<file path="src/rtl/mesi_pkg.sv">
package mesi_pkg;

    typedef enum logic [1:0] {
        LS_INV = 2'b00,
        LS_SHD = 2'b01,
        LS_EXC = 2'b10,
        LS_MOD = 2'b11
    } line_st_e;

    typedef enum logic [1:0] {
        BOP_WB  = 2'b00,
        BOP_RD  = 2'b01,
        BOP_RDX = 2'b10,
        BOP_UPG = 2'b11
    } bus_op_e;

    typedef enum logic [1:0] {
        CS_IDLE = 2'b00,
        CS_REQ  = 2'b01,
        CS_WAIT = 2'b10
    } ctl_st_e;

endpackage

</file>
<file path="src/rtl/mesi_line_array.sv">
module mesi_line_array
    import mesi_pkg::*;
#(
    parameter int IDX_W  = 2,
    parameter int TAG_W  = 6,
    parameter int DATA_W = 32
) (
    input  logic                           clk,
    input  logic                           rst_n,
    input  logic [IDX_W-1:0]               a_idx,
    output logic [TAG_W-1:0]               a_tag,
    output logic [DATA_W-1:0]              a_data,
    output line_st_e                       a_st,
    input  logic [IDX_W-1:0]               b_idx,
    output logic [TAG_W-1:0]               b_tag,
    output logic [DATA_W-1:0]              b_data,
    output line_st_e                       b_st,
    input  logic                           wr_en,
    input  logic [IDX_W-1:0]               wr_idx,
    input  logic [TAG_W-1:0]               wr_tag,
    input  logic [DATA_W-1:0]              wr_data,
    input  line_st_e                       wr_st,
    input  logic                           su_en,
    input  logic [IDX_W-1:0]               su_idx,
    input  line_st_e                       su_st,
    output logic [(1<<IDX_W)-1:0][1:0]     st_vec
);

    localparam int NL = 1 << IDX_W;

    logic [TAG_W-1:0]  tag_q [NL];
    logic [DATA_W-1:0] dat_q [NL];
    line_st_e          st_q  [NL];

    for (genvar i = 0; i < NL; i++) begin : g_line
        always_ff @(posedge clk or negedge rst_n) begin
            if (!rst_n) begin
                st_q[i] <= LS_INV;
            end else if (wr_en && wr_idx == IDX_W'(i)) begin
                st_q[i] <= wr_st;
            end else if (su_en && su_idx == IDX_W'(i)) begin
                st_q[i] <= su_st;
            end
        end

        always_ff @(posedge clk) begin
            if (wr_en && wr_idx == IDX_W'(i)) begin
                tag_q[i] <= wr_tag;
                dat_q[i] <= wr_data;
            end
        end

        assign st_vec[i] = st_q[i];
    end

    assign a_tag  = tag_q[a_idx];
    assign a_data = dat_q[a_idx];
    assign a_st   = st_q[a_idx];
    assign b_tag  = tag_q[b_idx];
    assign b_data = dat_q[b_idx];
    assign b_st   = st_q[b_idx];

    AST_RESET_INVALID: assert property (@(posedge clk)
        $rose(rst_n) |-> (st_vec == '0));

endmodule

</file>
<file path="src/rtl/mesi_snoop_resp.sv">
module mesi_snoop_resp
    import mesi_pkg::*;
#(
    parameter int TAG_W           = 6,
    parameter int DATA_W          = 32,
    parameter bit SHARED_SUPPLIES = 1'b0
) (
    input  logic              snp_valid,
    input  bus_op_e           snp_op,
    input  logic [TAG_W-1:0]  snp_tag,
    input  logic [TAG_W-1:0]  line_tag,
    input  line_st_e          line_st,
    input  logic [DATA_W-1:0] line_data,
    output logic              resp_shared,
    output logic              resp_flush,
    output logic [DATA_W-1:0] resp_data,
    output logic              upd_en,
    output line_st_e          upd_st
);

    logic hit;
    logic owned;

    assign hit   = snp_valid && (line_st != LS_INV) && (line_tag == snp_tag);
    assign owned = (line_st == LS_EXC) || (line_st == LS_MOD);

    always_comb begin
        resp_shared = 1'b0;
        resp_flush  = 1'b0;
        upd_en      = 1'b0;
        upd_st      = line_st;
        if (hit) begin
            unique case (snp_op)
                BOP_RD: begin
                    resp_shared = 1'b1;
                    resp_flush  = owned || SHARED_SUPPLIES;
                    upd_en      = owned;
                    upd_st      = LS_SHD;
                end
                BOP_RDX: begin
                    resp_flush  = owned;
                    upd_en      = 1'b1;
                    upd_st      = LS_INV;
                end
                BOP_UPG: begin
                    upd_en      = 1'b1;
                    upd_st      = LS_INV;
                end
                BOP_WB: begin
                    upd_en      = 1'b0;
                end
            endcase
        end
    end

    assign resp_data = resp_flush ? line_data : '0;

endmodule

</file>
<file path="src/rtl/mesi_cache_ctrl.sv">
module mesi_cache_ctrl
    import mesi_pkg::*;
#(
    parameter int ADDR_W          = 8,
    parameter int DATA_W          = 32,
    parameter int IDX_W           = 2,
    parameter bit SHARED_SUPPLIES = 1'b0
) (
    input  logic                  clk,
    input  logic                  rst_n,
    input  logic                  cpu_req,
    input  logic                  cpu_we,
    input  logic [ADDR_W-1:0]     cpu_addr,
    input  logic [DATA_W-1:0]     cpu_wdata,
    input  logic [DATA_W/8-1:0]   cpu_be,
    output logic                  cpu_ack,
    output logic [DATA_W-1:0]     cpu_rdata,
    output logic                  bus_req,
    output logic [1:0]            bus_op,
    output logic [ADDR_W-1:0]     bus_addr,
    output logic [DATA_W-1:0]     bus_wdata,
    input  logic                  bus_gnt,
    input  logic                  bus_done,
    input  logic                  bus_shared,
    input  logic [DATA_W-1:0]     bus_rdata,
    input  logic                  snp_valid,
    input  logic [1:0]            snp_op,
    input  logic [ADDR_W-1:0]     snp_addr,
    output logic                  snp_shared,
    output logic                  snp_flush,
    output logic [DATA_W-1:0]     snp_data
);

    localparam int TAG_W = ADDR_W - IDX_W;
    localparam int BE_W  = DATA_W / 8;
    localparam int NL    = 1 << IDX_W;

    ctl_st_e              cs_q, cs_d;
    bus_op_e              txn_q;
    logic [ADDR_W-1:0]    txn_addr_q;

    logic [IDX_W-1:0]     cpu_idx, snp_idx, fill_idx;
    logic [TAG_W-1:0]     cpu_tag, snp_tag, fill_tag;
    logic [TAG_W-1:0]     a_tag, b_tag;
    logic [DATA_W-1:0]    a_data, b_data, merged;
    line_st_e             a_st, b_st;
    logic [NL-1:0][1:0]   st_vec;

    logic                 tag_hit, proc_ok, snp_conflict, need_wb;
    bus_op_e              req_op;

    logic                 wr_en;
    logic [TAG_W-1:0]     wr_tag;
    logic [DATA_W-1:0]    wr_data;
    line_st_e             wr_st;
    logic                 su_en;
    line_st_e             su_st;

    assign cpu_idx  = cpu_addr[IDX_W-1:0];
    assign cpu_tag  = cpu_addr[ADDR_W-1:IDX_W];
    assign snp_idx  = snp_addr[IDX_W-1:0];
    assign snp_tag  = snp_addr[ADDR_W-1:IDX_W];
    assign fill_idx = txn_addr_q[IDX_W-1:0];
    assign fill_tag = txn_addr_q[ADDR_W-1:IDX_W];

    mesi_line_array #(
        .IDX_W (IDX_W),
        .TAG_W (TAG_W),
        .DATA_W(DATA_W)
    ) u_lines (
        .clk    (clk),
        .rst_n  (rst_n),
        .a_idx  (cpu_idx),
        .a_tag  (a_tag),
        .a_data (a_data),
        .a_st   (a_st),
        .b_idx  (snp_idx),
        .b_tag  (b_tag),
        .b_data (b_data),
        .b_st   (b_st),
        .wr_en  (wr_en),
        .wr_idx (cs_q == CS_WAIT ? fill_idx : cpu_idx),
        .wr_tag (wr_tag),
        .wr_data(wr_data),
        .wr_st  (wr_st),
        .su_en  (su_en),
        .su_idx (snp_idx),
        .su_st  (su_st),
        .st_vec (st_vec)
    );

    mesi_snoop_resp #(
        .TAG_W          (TAG_W),
        .DATA_W         (DATA_W),
        .SHARED_SUPPLIES(SHARED_SUPPLIES)
    ) u_snoop (
        .snp_valid  (snp_valid),
        .snp_op     (bus_op_e'(snp_op)),
        .snp_tag    (snp_tag),
        .line_tag   (b_tag),
        .line_st    (b_st),
        .line_data  (b_data),
        .resp_shared(snp_shared),
        .resp_flush (snp_flush),
        .resp_data  (snp_data),
        .upd_en     (su_en),
        .upd_st     (su_st)
    );

    // Byte-wise merge of the processor write into the current line word.
    for (genvar b = 0; b < BE_W; b++) begin : g_merge
        assign merged[b*8 +: 8] = cpu_be[b] ? cpu_wdata[b*8 +: 8] : a_data[b*8 +: 8];
    end

    assign tag_hit      = (a_st != LS_INV) && (a_tag == cpu_tag);
    assign proc_ok      = tag_hit && (!cpu_we || a_st == LS_EXC || a_st == LS_MOD);
    assign snp_conflict = snp_valid && (snp_idx == cpu_idx);
    assign need_wb      = (a_st == LS_MOD) && (a_tag != cpu_tag);

    always_comb begin
        if (need_wb)                                    req_op = BOP_WB;
        else if (tag_hit && a_st == LS_SHD && cpu_we)   req_op = BOP_UPG;
        else if (cpu_we)                                req_op = BOP_RDX;
        else                                            req_op = BOP_RD;
    end

    // State register
    always_ff @(posedge clk or negedge rst_n) begin
        if (!rst_n) begin
            cs_q       <= CS_IDLE;
            txn_q      <= BOP_RD;
            txn_addr_q <= '0;
        end else begin
            cs_q <= cs_d;
            if (cs_q == CS_REQ && bus_gnt) begin
                txn_q      <= req_op;
                txn_addr_q <= bus_addr;
            end
        end
    end

    // Next-state logic
    always_comb begin
        cs_d = cs_q;
        unique case (cs_q)
            CS_IDLE: if (cpu_req && !proc_ok && !snp_conflict) cs_d = CS_REQ;
            CS_REQ:  if (bus_gnt)  cs_d = CS_WAIT;
            CS_WAIT: if (bus_done) cs_d = CS_IDLE;
            default: cs_d = CS_IDLE;
        endcase
    end

    // Outputs and line-array write port
    always_comb begin
        cpu_ack   = (cs_q == CS_IDLE) && cpu_req && proc_ok && !snp_conflict;
        cpu_rdata = a_data;
        bus_req   = (cs_q == CS_REQ);
        bus_op    = req_op;
        bus_addr  = need_wb ? {a_tag, cpu_idx} : cpu_addr;
        bus_wdata = a_data;

        wr_en   = 1'b0;
        wr_tag  = a_tag;
        wr_data = a_data;
        wr_st   = a_st;
        if (cs_q == CS_WAIT && bus_done) begin
            unique case (txn_q)
                BOP_WB: begin
                    wr_en = 1'b1;
                    wr_st = LS_INV;
                end
                BOP_UPG: begin
                    wr_en = tag_hit && (a_st == LS_SHD);
                    wr_st = LS_MOD;
                end
                BOP_RD: begin
                    wr_en   = 1'b1;
                    wr_tag  = fill_tag;
                    wr_data = bus_rdata;
                    wr_st   = bus_shared ? LS_SHD : LS_EXC;
                end
                BOP_RDX: begin
                    wr_en   = 1'b1;
                    wr_tag  = fill_tag;
                    wr_data = bus_rdata;
                    wr_st   = LS_MOD;
                end
            endcase
        end else if (cpu_ack && cpu_we) begin
            wr_en   = 1'b1;
            wr_data = merged;
            wr_st   = LS_MOD;
        end
    end

    AST_RD_FILL_STATE: assert property (@(posedge clk) disable iff (!rst_n)
        (cs_q == CS_WAIT && bus_done && txn_q == BOP_RD)
        |=> (st_vec[$past(fill_idx)] == ($past(bus_shared) ? LS_SHD : LS_EXC)));

    AST_RDX_ENDS_MOD: assert property (@(posedge clk) disable iff (!rst_n)
        (cs_q == CS_WAIT && bus_done && txn_q == BOP_RDX)
        |=> (st_vec[$past(fill_idx)] == LS_MOD));

    AST_SILENT_E2M: assert property (@(posedge clk) disable iff (!rst_n)
        (cpu_ack && cpu_we && a_st == LS_EXC)
        |=> (st_vec[$past(cpu_idx)] == LS_MOD && !bus_req));

    AST_SNP_RD_TO_SHD: assert property (@(posedge clk) disable iff (!rst_n)
        (snp_valid && snp_op == BOP_RD && b_tag == snp_tag && cs_q != CS_WAIT
         && (b_st == LS_EXC || b_st == LS_MOD))
        |=> (st_vec[$past(snp_idx)] == LS_SHD));

    AST_SNP_INV_SILENT: assert property (@(posedge clk) disable iff (!rst_n)
        (snp_valid && b_st == LS_INV) |-> (!snp_flush && !snp_shared));

    AST_SNP_INV_KEPT: assert property (@(posedge clk) disable iff (!rst_n)
        (snp_valid && b_st == LS_INV && cs_q != CS_WAIT)
        |=> (st_vec[$past(snp_idx)] == LS_INV));

    AST_NO_ACK_IN_TXN: assert property (@(posedge clk) disable iff (!rst_n)
        (bus_req || cs_q == CS_WAIT) |-> !cpu_ack);

endmodule

</file>
<file path="config.mk">
export PLATFORM = sky130hd
export DESIGN_NAME = mesi_cache_ctrl
export DESIGN_NICKNAME = d
export VERILOG_FILES = /design/src/rtl/mesi_pkg.sv /design/src/rtl/mesi_line_array.sv /design/src/rtl/mesi_snoop_resp.sv /design/src/rtl/mesi_cache_ctrl.sv
export SDC_FILE = /design/constraint.sdc
export NUM_CORES = 1
export LEC_CHECK = 0
export ABC_AREA = 1
export BUFFER_PORTS_ARGS = -buffer_cell sky130_fd_sc_hd__buf_2
export CORE_ASPECT_RATIO = 1.2
export CORE_MARGIN = 1.5
export CORE_UTILIZATION = 28
export CTS_CLUSTER_DIAMETER = 30
export DETAILED_ROUTE_END_ITERATION = 10
export PLACE_DENSITY = 0.49
export SLEW_MARGIN = 10
export SYNTH_ARGS = -nofsm -noshare
export SYNTH_HDL_FRONTEND = slang
export SYNTH_SLANG_ARGS = --single-unit
</file>
<file path="constraint.sdc">
create_clock -name clk -period 3.95 [get_ports clk]
set_clock_uncertainty 0.1 [all_clocks]
set_input_delay 0.9875 -clock clk [delete_from_list [all_inputs] [get_ports clk]]
set_output_delay 0.9875 -clock clk [all_outputs]
set_load 0.05 [all_outputs]
</file>
==> metrics.cfg, run 1 <==
[clocking]
clock_latency_ns = 0.43
cts_root_buf = clkbuf_16
tritoncts = yes
cts_buffer_depth = 2
cts_sinks = 172
h-tree-depth = 4
hold_buffers = 0
cts_buffers = 17
clkTransAtPathRegs_ns = 0.07

[finish]
final_cells = 1750
antenna_cells = 0
fin_nets = 1384
finalCoreUtilization_pct = 38.4
drive_above_1_share_pct = 31.8
final_cell_area_um2 = 13000
areaGrowthSynthToFinish_pct = 35.6

[sta]
slew_headroom_pct = 28.6
setup_viol = 0
fin_crit_ns = 3.92
rsz0062_at_grt = true
fmax_mhz = 255
maxSlewViolCount = 0
tns_ns = 0
hold_ws_ns = 0.392
worst_pin_slew_ns = 1.07
period_share_pct = 99.1
hold_violations = 0
worst_slack_ns = 0.0345

[setup_path]
path_depth = 16
cp.arrival_ns = 2.83
timing.critical_path.required_ns = 2.86
cp_slowest_cell = clkbuf_16
critPathLaunchType = primary input
critical_path.endpoint = snp_data[10]
reg2reg_from = cs_q[1]$_DFFE_PN0P_
worst-path-buf-inv = 5
worstReg2RegEnd = u_lines.tag_q[1][3]$_DFFE_PP_
worstSetupPathType = primary input to primary output
timing.critical_path.max_delay_family = simple AND/OR/NAND/NOR gates
setup.worst_path.end_class = primary output
cp_cell_sequence = buf_8 > buf_6 > nor2_4 > buf_6 > nand2_1 > nand2_1 > nor2_1 > nand2_1 > nand2_1 > nor2_2 > nand2_2 > nor2_4 > nand2_4 > clkbuf_16 > a31oi_4 > buf_6
ff2ff_setup_slack_ns = 1.22
reg2reg_depth = 9
critical-path-max-stage-delay_ns = 0.23
cp_common_cell = nand2_1
crit_path_start = snp_addr[0]
path_max_fanout = 7

[route]
via_per_inst = 5.01
wire_per_inst_um = 19.5
routed_wl_um = 34100
drt_iter0_drc = 542
remaining_drc_errors = 0
postRouteAntennaNets = 0
drt_pass1_iterations = 5
vias = 8771

[yosys]
synthesis.area_um2 = 9620
synthCells = 1077
seq_area_frac_synth_pct = 52.7
syn_nets = 1180
synth_cell_type_count = 33
avgSynthCellArea_um2 = 8.93
ys_seq_elements = 172
synth_warnings = 0

[global_routing]
grtUsageTotal_pct = 19.0
grt_max_degree = 51
grt_pass1_wl_um = 50000
grt_pass1_vias = 8683
antenna_found_initial = 0
overflow = 0

[floorplanning]
start_util_pct = 28.3
fp.dieArea_um2 = 35500
core-area_um2 = 34000
fp.dieH_um = 206
fp-row-count = 74
fp.dieW_um = 172
ios = 204

[power_and_ir_drop]
ir_worst_vdd_v = 0.000308
total_power_mw = 5.73
leakagePower_nw = 5.19
power_density_nw_per_um2 = 439

[outcome]
status = complete, no violations

[place]
port_buffers = 203
dpl_cell_area_um2 = 11800
dp_slack_ns = -0.298
gp_congestion = 0.861
dp.final_hpwl_um = 22900
place_inst = 1702

[worst_hold_path]
hold_path_startpoint = txn_addr_q[1]$_DFFE_PN0P_
min_path_type = register to register

[job]
cap_viol_max_count = 0

cell families (layout without fill, tap and decap cells):
logic type      count (synthesis)  count (layout)  share of synthesized area (%)
simple gates                  437             437                           19.0
compound gates                276             276                           17.9
fa+ha+maj                       9               9                           1.17
xor+xnor                        2               2                          0.182
buf+inv                       181             398                           9.04
flops                         172             172                           52.7
synthesized netlist by cell type:
library cell / count / share of area, %
buf_2: 8 / 0.42
o21ai_1: 1 / 0.052
a21oi_1: 13 / 0.68
dfstp_2: 1 / 0.27
nor3_1: 1 / 0.052
nor2_4: 10 / 1.2
nor2_1: 90 / 3.5
clkinv_1: 1 / 0.039
edfxtp_1: 152 / 47
nand2_1: 276 / 11
buf_6: 7 / 0.82
o21bai_1: 1 / 0.078
nand2_4: 1 / 0.12
nand3b_1: 4 / 0.31
a31o_2: 1 / 0.091
a22oi_1: 69 / 5.4
nand4_4: 1 / 0.22
o22ai_1: 33 / 2.1
a31oi_1: 33 / 2.1
clkbuf_1: 44 / 1.7
inv_2: 3 / 0.12
o211ai_1: 32 / 2.5
ha_1: 9 / 1.2
nand4_1: 1 / 0.065
nand3_1: 52 / 2.7
xnor2_1: 1 / 0.091
xor2_1: 1 / 0.091
buf_4: 34 / 2.7
a211oi_1: 1 / 0.078
o21ai_0: 92 / 4.8
dfrtp_1: 19 / 4.9
nand2_2: 1 / 0.065
inv_1: 84 / 3.3
flip-flops by register name, summed over array words and instances (netlist names):
signal	count
u_lines.tag_q	24
u_lines.dat_q	128
cs_q	2
txn_q	2
txn_addr_q	8
u_lines.st_vec	8
per-layer routing:
metal | up-vias | global-route usage (%) | wire (um)
li1 | 4151 | - | -
met1 | 4277 | 23.6 | 14100
met2 | 294 | 32.5 | 17500
met3 | 49 | 3.24 | 1840
met4 | 0 | 7.67 | 698
met5 | - | 0 | 0
timing repair:
item                       in CTS  in global routing
resized for setup              43                 83
buffers inserted                8                  4
cloned                          0                  4
setup endpoints to repair      33                 41
pin swaps                       2                  7
hold endpoints to repair        0                  0
worst reg2reg max path, stage by stage (launching register included):
cell and delay, ns:
dfrtp_1 0.37, inv_1 0.07, nor2_1 0.04, inv_1 0.12, nor2_1 0.11, inv_2 0.36, buf_4 0.40, nor2_4 0.05
buf_4 0.25, o21ai_0 0.57
cell type report:
cell class,count,area (um2)
Clock buffer,18,429
Clock inverter,14,175
Fill cell,3401,20900
Inverter,88,344
Multi-Input combinational cell,724,4360
Sequential cell,172,5070
Tap cell,456,571
Timing Repair Buffer,278,2100
power breakdown:
| group | switching [mW] | internal (mW) | total, mW |
|---|---|---|---|
| clock | 0.696 | 1.05 | 1.74 |
| sequential | 0.110 | 2.27 | 2.38 |
| combinational | 1.13 | 0.477 | 1.60 |
| total | 1.93 | 3.79 | 5.73 |
cell usage in the layout (no fill, tap or decap), drive strengths merged, types with 10 or more instances in the layout:
cell,instances
nand2,278
buf,274
edfxtp,152
nor2,100
o21ai,93
inv,87
a22oi,69
nand3,52
o22ai,33
a31oi,33
o211ai,32
clkbuf,22
dfrtp,19
a21oi,13
clkinv,10
worst min-delay path by stage:
stage / to / slack (ns) / cells past startpoint
detailed placement: txn_addr_q[4]$_DFFE_PN0P_ / 0.37 / 2
floorplan: txn_addr_q[0]$_DFFE_PN0P_ / 0.35 / 2
CTS: txn_addr_q[4]$_DFFE_PN0P_ / 0.39 / 2
global placement: txn_addr_q[1]$_DFFE_PN0P_ / 0.36 / 2
global route: txn_addr_q[3]$_DFFE_PN0P_ / 0.42 / 2
finish: txn_addr_q[1]$_DFFE_PN0P_ / 0.39 / 2
Power figures use the tool's default switching activity.
==> run 2, diff against run 1 <==
--- a/config.mk
+++ b/config.mk
@@ -7,12 +7,13 @@
 export LEC_CHECK = 0
 export ABC_AREA = 1
 export BUFFER_PORTS_ARGS = -buffer_cell sky130_fd_sc_hd__buf_2
+export CAP_MARGIN = 20
 export CORE_ASPECT_RATIO = 1.2
 export CORE_MARGIN = 1.5
 export CORE_UTILIZATION = 28
 export CTS_CLUSTER_DIAMETER = 30
 export DETAILED_ROUTE_END_ITERATION = 10
-export PLACE_DENSITY = 0.49
+export PLACE_DENSITY_LB_ADDON = 0.3
 export SLEW_MARGIN = 10
 export SYNTH_ARGS = -nofsm -noshare
 export SYNTH_HDL_FRONTEND = slang
==> constraint.sdc (replaced) <==
create_clock -name clk -period 5 [get_ports clk]
set_clock_uncertainty 0.1 [all_clocks]
set_input_delay 1.25 -clock clk [delete_from_list [all_inputs] [get_ports clk]]
set_output_delay 1.25 -clock clk [all_outputs]
set_load 0.05 [all_outputs]
==> run 2 against run 1 <==
- power decreased by 26%
- sequential share of layout area increased by 4.5 points
- first-iteration DRC count increased by 15%
- combinational power decreased by 29%
- largest cell class unchanged
- highest routed layer unchanged
==> metrics.cfg, run 2 (synthesis results as in run 1) <==
[setup_path]
cp_common_cell = nand2_1
path_max_fanout = 33  ; +26
worstSetupPathType = primary input to primary output
cp.arrival_ns = 3.47  ; +0.64 ns
timing.critical_path.required_ns = 3.65  ; +0.79 ns
cp_slowest_cell = a31oi_1
setup.worst_path.end_class = primary output
cp_cell_sequence = buf_2 > inv_1 > nand2_1 > clkinvlp_4 > buf_4 > nand2_1 > nand2_1 > nor2_2 > nand2_1 > nand2_1 > nor2_1 > nand2_1 > nor2_4 > nand2_2 > buf_12 > a31oi_1 > buf_4
critical-path-max-stage-delay_ns = 0.29  ; +0.06 ns
worst-path-buf-inv = 6  ; +1
timing.critical_path.max_delay_family = buffers and inverters
critPathLaunchType = primary input

[place]
gp_congestion = 0.837  ; -2.7%
port_buffers = 203  ; unchanged
dp_slack_ns = 0.0319  ; +0.330 ns
dp.final_hpwl_um = 20900  ; -8.8%

[route]
drt_iter0_drc = 626  ; +15%
via_per_inst = 4.99  ; -0.53%
routed_wl_um = 31300  ; -8.2%
vias = 8515  ; -2.9%
wire_per_inst_um = 18.3  ; -6.0%
drt_pass1_iterations = 5  ; unchanged
postRouteAntennaNets = 0  ; unchanged
remaining_drc_errors = 0  ; unchanged

[power_and_ir_drop]
power_density_nw_per_um2 = 364  ; -17%
leakagePower_nw = 4.69  ; -9.6%
ir_worst_vdd_v = 0.000213  ; -31%

[clocking]
clkTransAtPathRegs_ns = 0.06  ; about the same
cts_buffers = 17  ; unchanged
clock_latency_ns = 0.44  ; about the same
tritoncts = yes
cts_root_buf = clkbuf_16
cts_buffer_depth = 2  ; unchanged
h-tree-depth = 4  ; unchanged
cts_sinks = 172  ; unchanged

[sta]
setup_viol = 0  ; unchanged
hold_violations = 0  ; unchanged
hold_ws_ns = 0.387  ; -0.00512 ns
fmax_mhz = 208
fin_crit_ns = 4.82
slew_headroom_pct = 29.9  ; +1.3 points
period_share_pct = 96.4
rsz0062_at_grt = false
maxSlewViolCount = 0  ; unchanged
worst_pin_slew_ns = 1.05  ; -0.0190 ns
worst_slack_ns = 0.181  ; +0.146 ns
tns_ns = 0  ; unchanged

[global_routing]
grt_pass1_vias = 7949  ; -8.5%
grt_max_degree = 52  ; +2.0%
grtUsageTotal_pct = 17.6  ; -1.4 points
overflow = 0  ; unchanged
antenna_found_initial = 0  ; unchanged
grt_pass1_wl_um = 46100  ; -7.8%

[floorplanning]
core-area_um2 = 34000  ; unchanged
start_util_pct = 28.3  ; unchanged
fp-row-count = 74  ; unchanged
fp.dieW_um = 172  ; unchanged
ios = 204  ; unchanged
fp.dieArea_um2 = 35500  ; unchanged
fp.dieH_um = 206  ; unchanged

[finish]
fin_nets = 1342  ; -3.0%
top_register = u_lines.dat_q
antenna_cells = 0  ; unchanged
top_regs = u_lines.dat_q: 128 flops, u_lines.tag_q: 24 flops
layout_commonest_cell = nand2_1
largest_reg_flops = 128  ; unchanged
drive_above_1_share_pct = 23.7  ; -8.1 points
final_cell_mix = 273 x nand2_1, 174 x buf_2, 152 x edfxtp_1, 92 x o21ai_0, 85 x nor2_1
finalCoreUtilization_pct = 34.4  ; -4.0 points
areaGrowthSynthToFinish_pct = 21.5

[outcome]
status = complete, no violations

[worst_hold_path]
min_path_type = register to register

[job]
cap_viol_max_count = 0  ; unchanged

==> run 2: cell count changes in the layout (fill, tap and decap cells not counted), sizes merged <==
cell and change:
bufinv -3, clkbuf +9, clkinv -4, inv +3
clkinvlp +3, buf -50
==> run 2: worst paths after layout <==
check	cells past startpoint	slack, ns	endpoint	start
max in group asynchronous	1	3.77	txn_q[0]$_DFFE_PN1P_	rst_n
setup reg to reg	11	2.09	u_lines.tag_q[0][2]$_DFFE_PP_	u_lines.tag_q[0][4]$_DFFE_PP_
setup / recovery	17	0.18	snp_data[18]	snp_addr[0]
min in group asynchronous	1	0.67	txn_addr_q[5]$_DFFE_PN0P_	rst_n
hold reg to reg	2	0.39	txn_addr_q[3]$_DFFE_PN0P_	txn_addr_q[3]$_DFFE_PN0P_
hold / removal	2	0.39	txn_addr_q[3]$_DFFE_PN0P_	txn_addr_q[3]$_DFFE_PN0P_
==> run 2: per-layer routing <==
metal / wire length (um) / vias up / share of wire [%] / track usage (%)
li1: - / 4066 / - / -
met1: 13200 / 4124 / 42 / 21.6
met2: 15800 / 285 / 50 / 31.0
met3: 1580 / 40 / 5.0 / 2.72
met4: 777 / 0 / 2.5 / 6.27
met5: 0 / - / 0 / 0
==> run 2: timing repair <==
item | 4_1_cts | 5_1_grt
hold buffers | 0 | 0
setup endpoints to repair | 0 | 39
setup buffers | 0 | 3
resized for setup | 0 | 48
==> run 2: worst register-to-register path, delay by kind of cell, from the launching register on <==
| kind | cells | cell delay [ns] |
|---|---|---|
| xor gates and xnor gates | 1 | 0.16 |
| and+or+nand+nor | 9 | 1.58 |
| DFF | 1 | 0.43 |
| buffers and inverters | 1 | 0.30 |
==> run 2: metrics by stage <==
stage	instances	area [um2]	power (mW)
6_report	1708	11700	4.25
5_1_grt	1708	11700	4.46
4_1_cts	1705	11600	4.28
3_5_place_dp	1673	11000	3.03
3_3_place_gp	1673	11000	3.02
2_1_floorplan	1077	9620	2.69
==> run 2: area by class of cell <==
type                       instances  area [um2]
fill                            3455       22300
sequential                       172        5070
multi-input combinational        724        3740
timing repair buffer             236        1420
tap                              456         571
clock buffer                      19         433
inverter                          88         338
clock inverter                    13         116
==> run 2: where the power goes <==
group	total [mW]	switching (mW)	internal, mW
logic	1.13	0.836	0.292
clock network	1.25	0.560	0.688
registers	1.88	0.0842	1.79
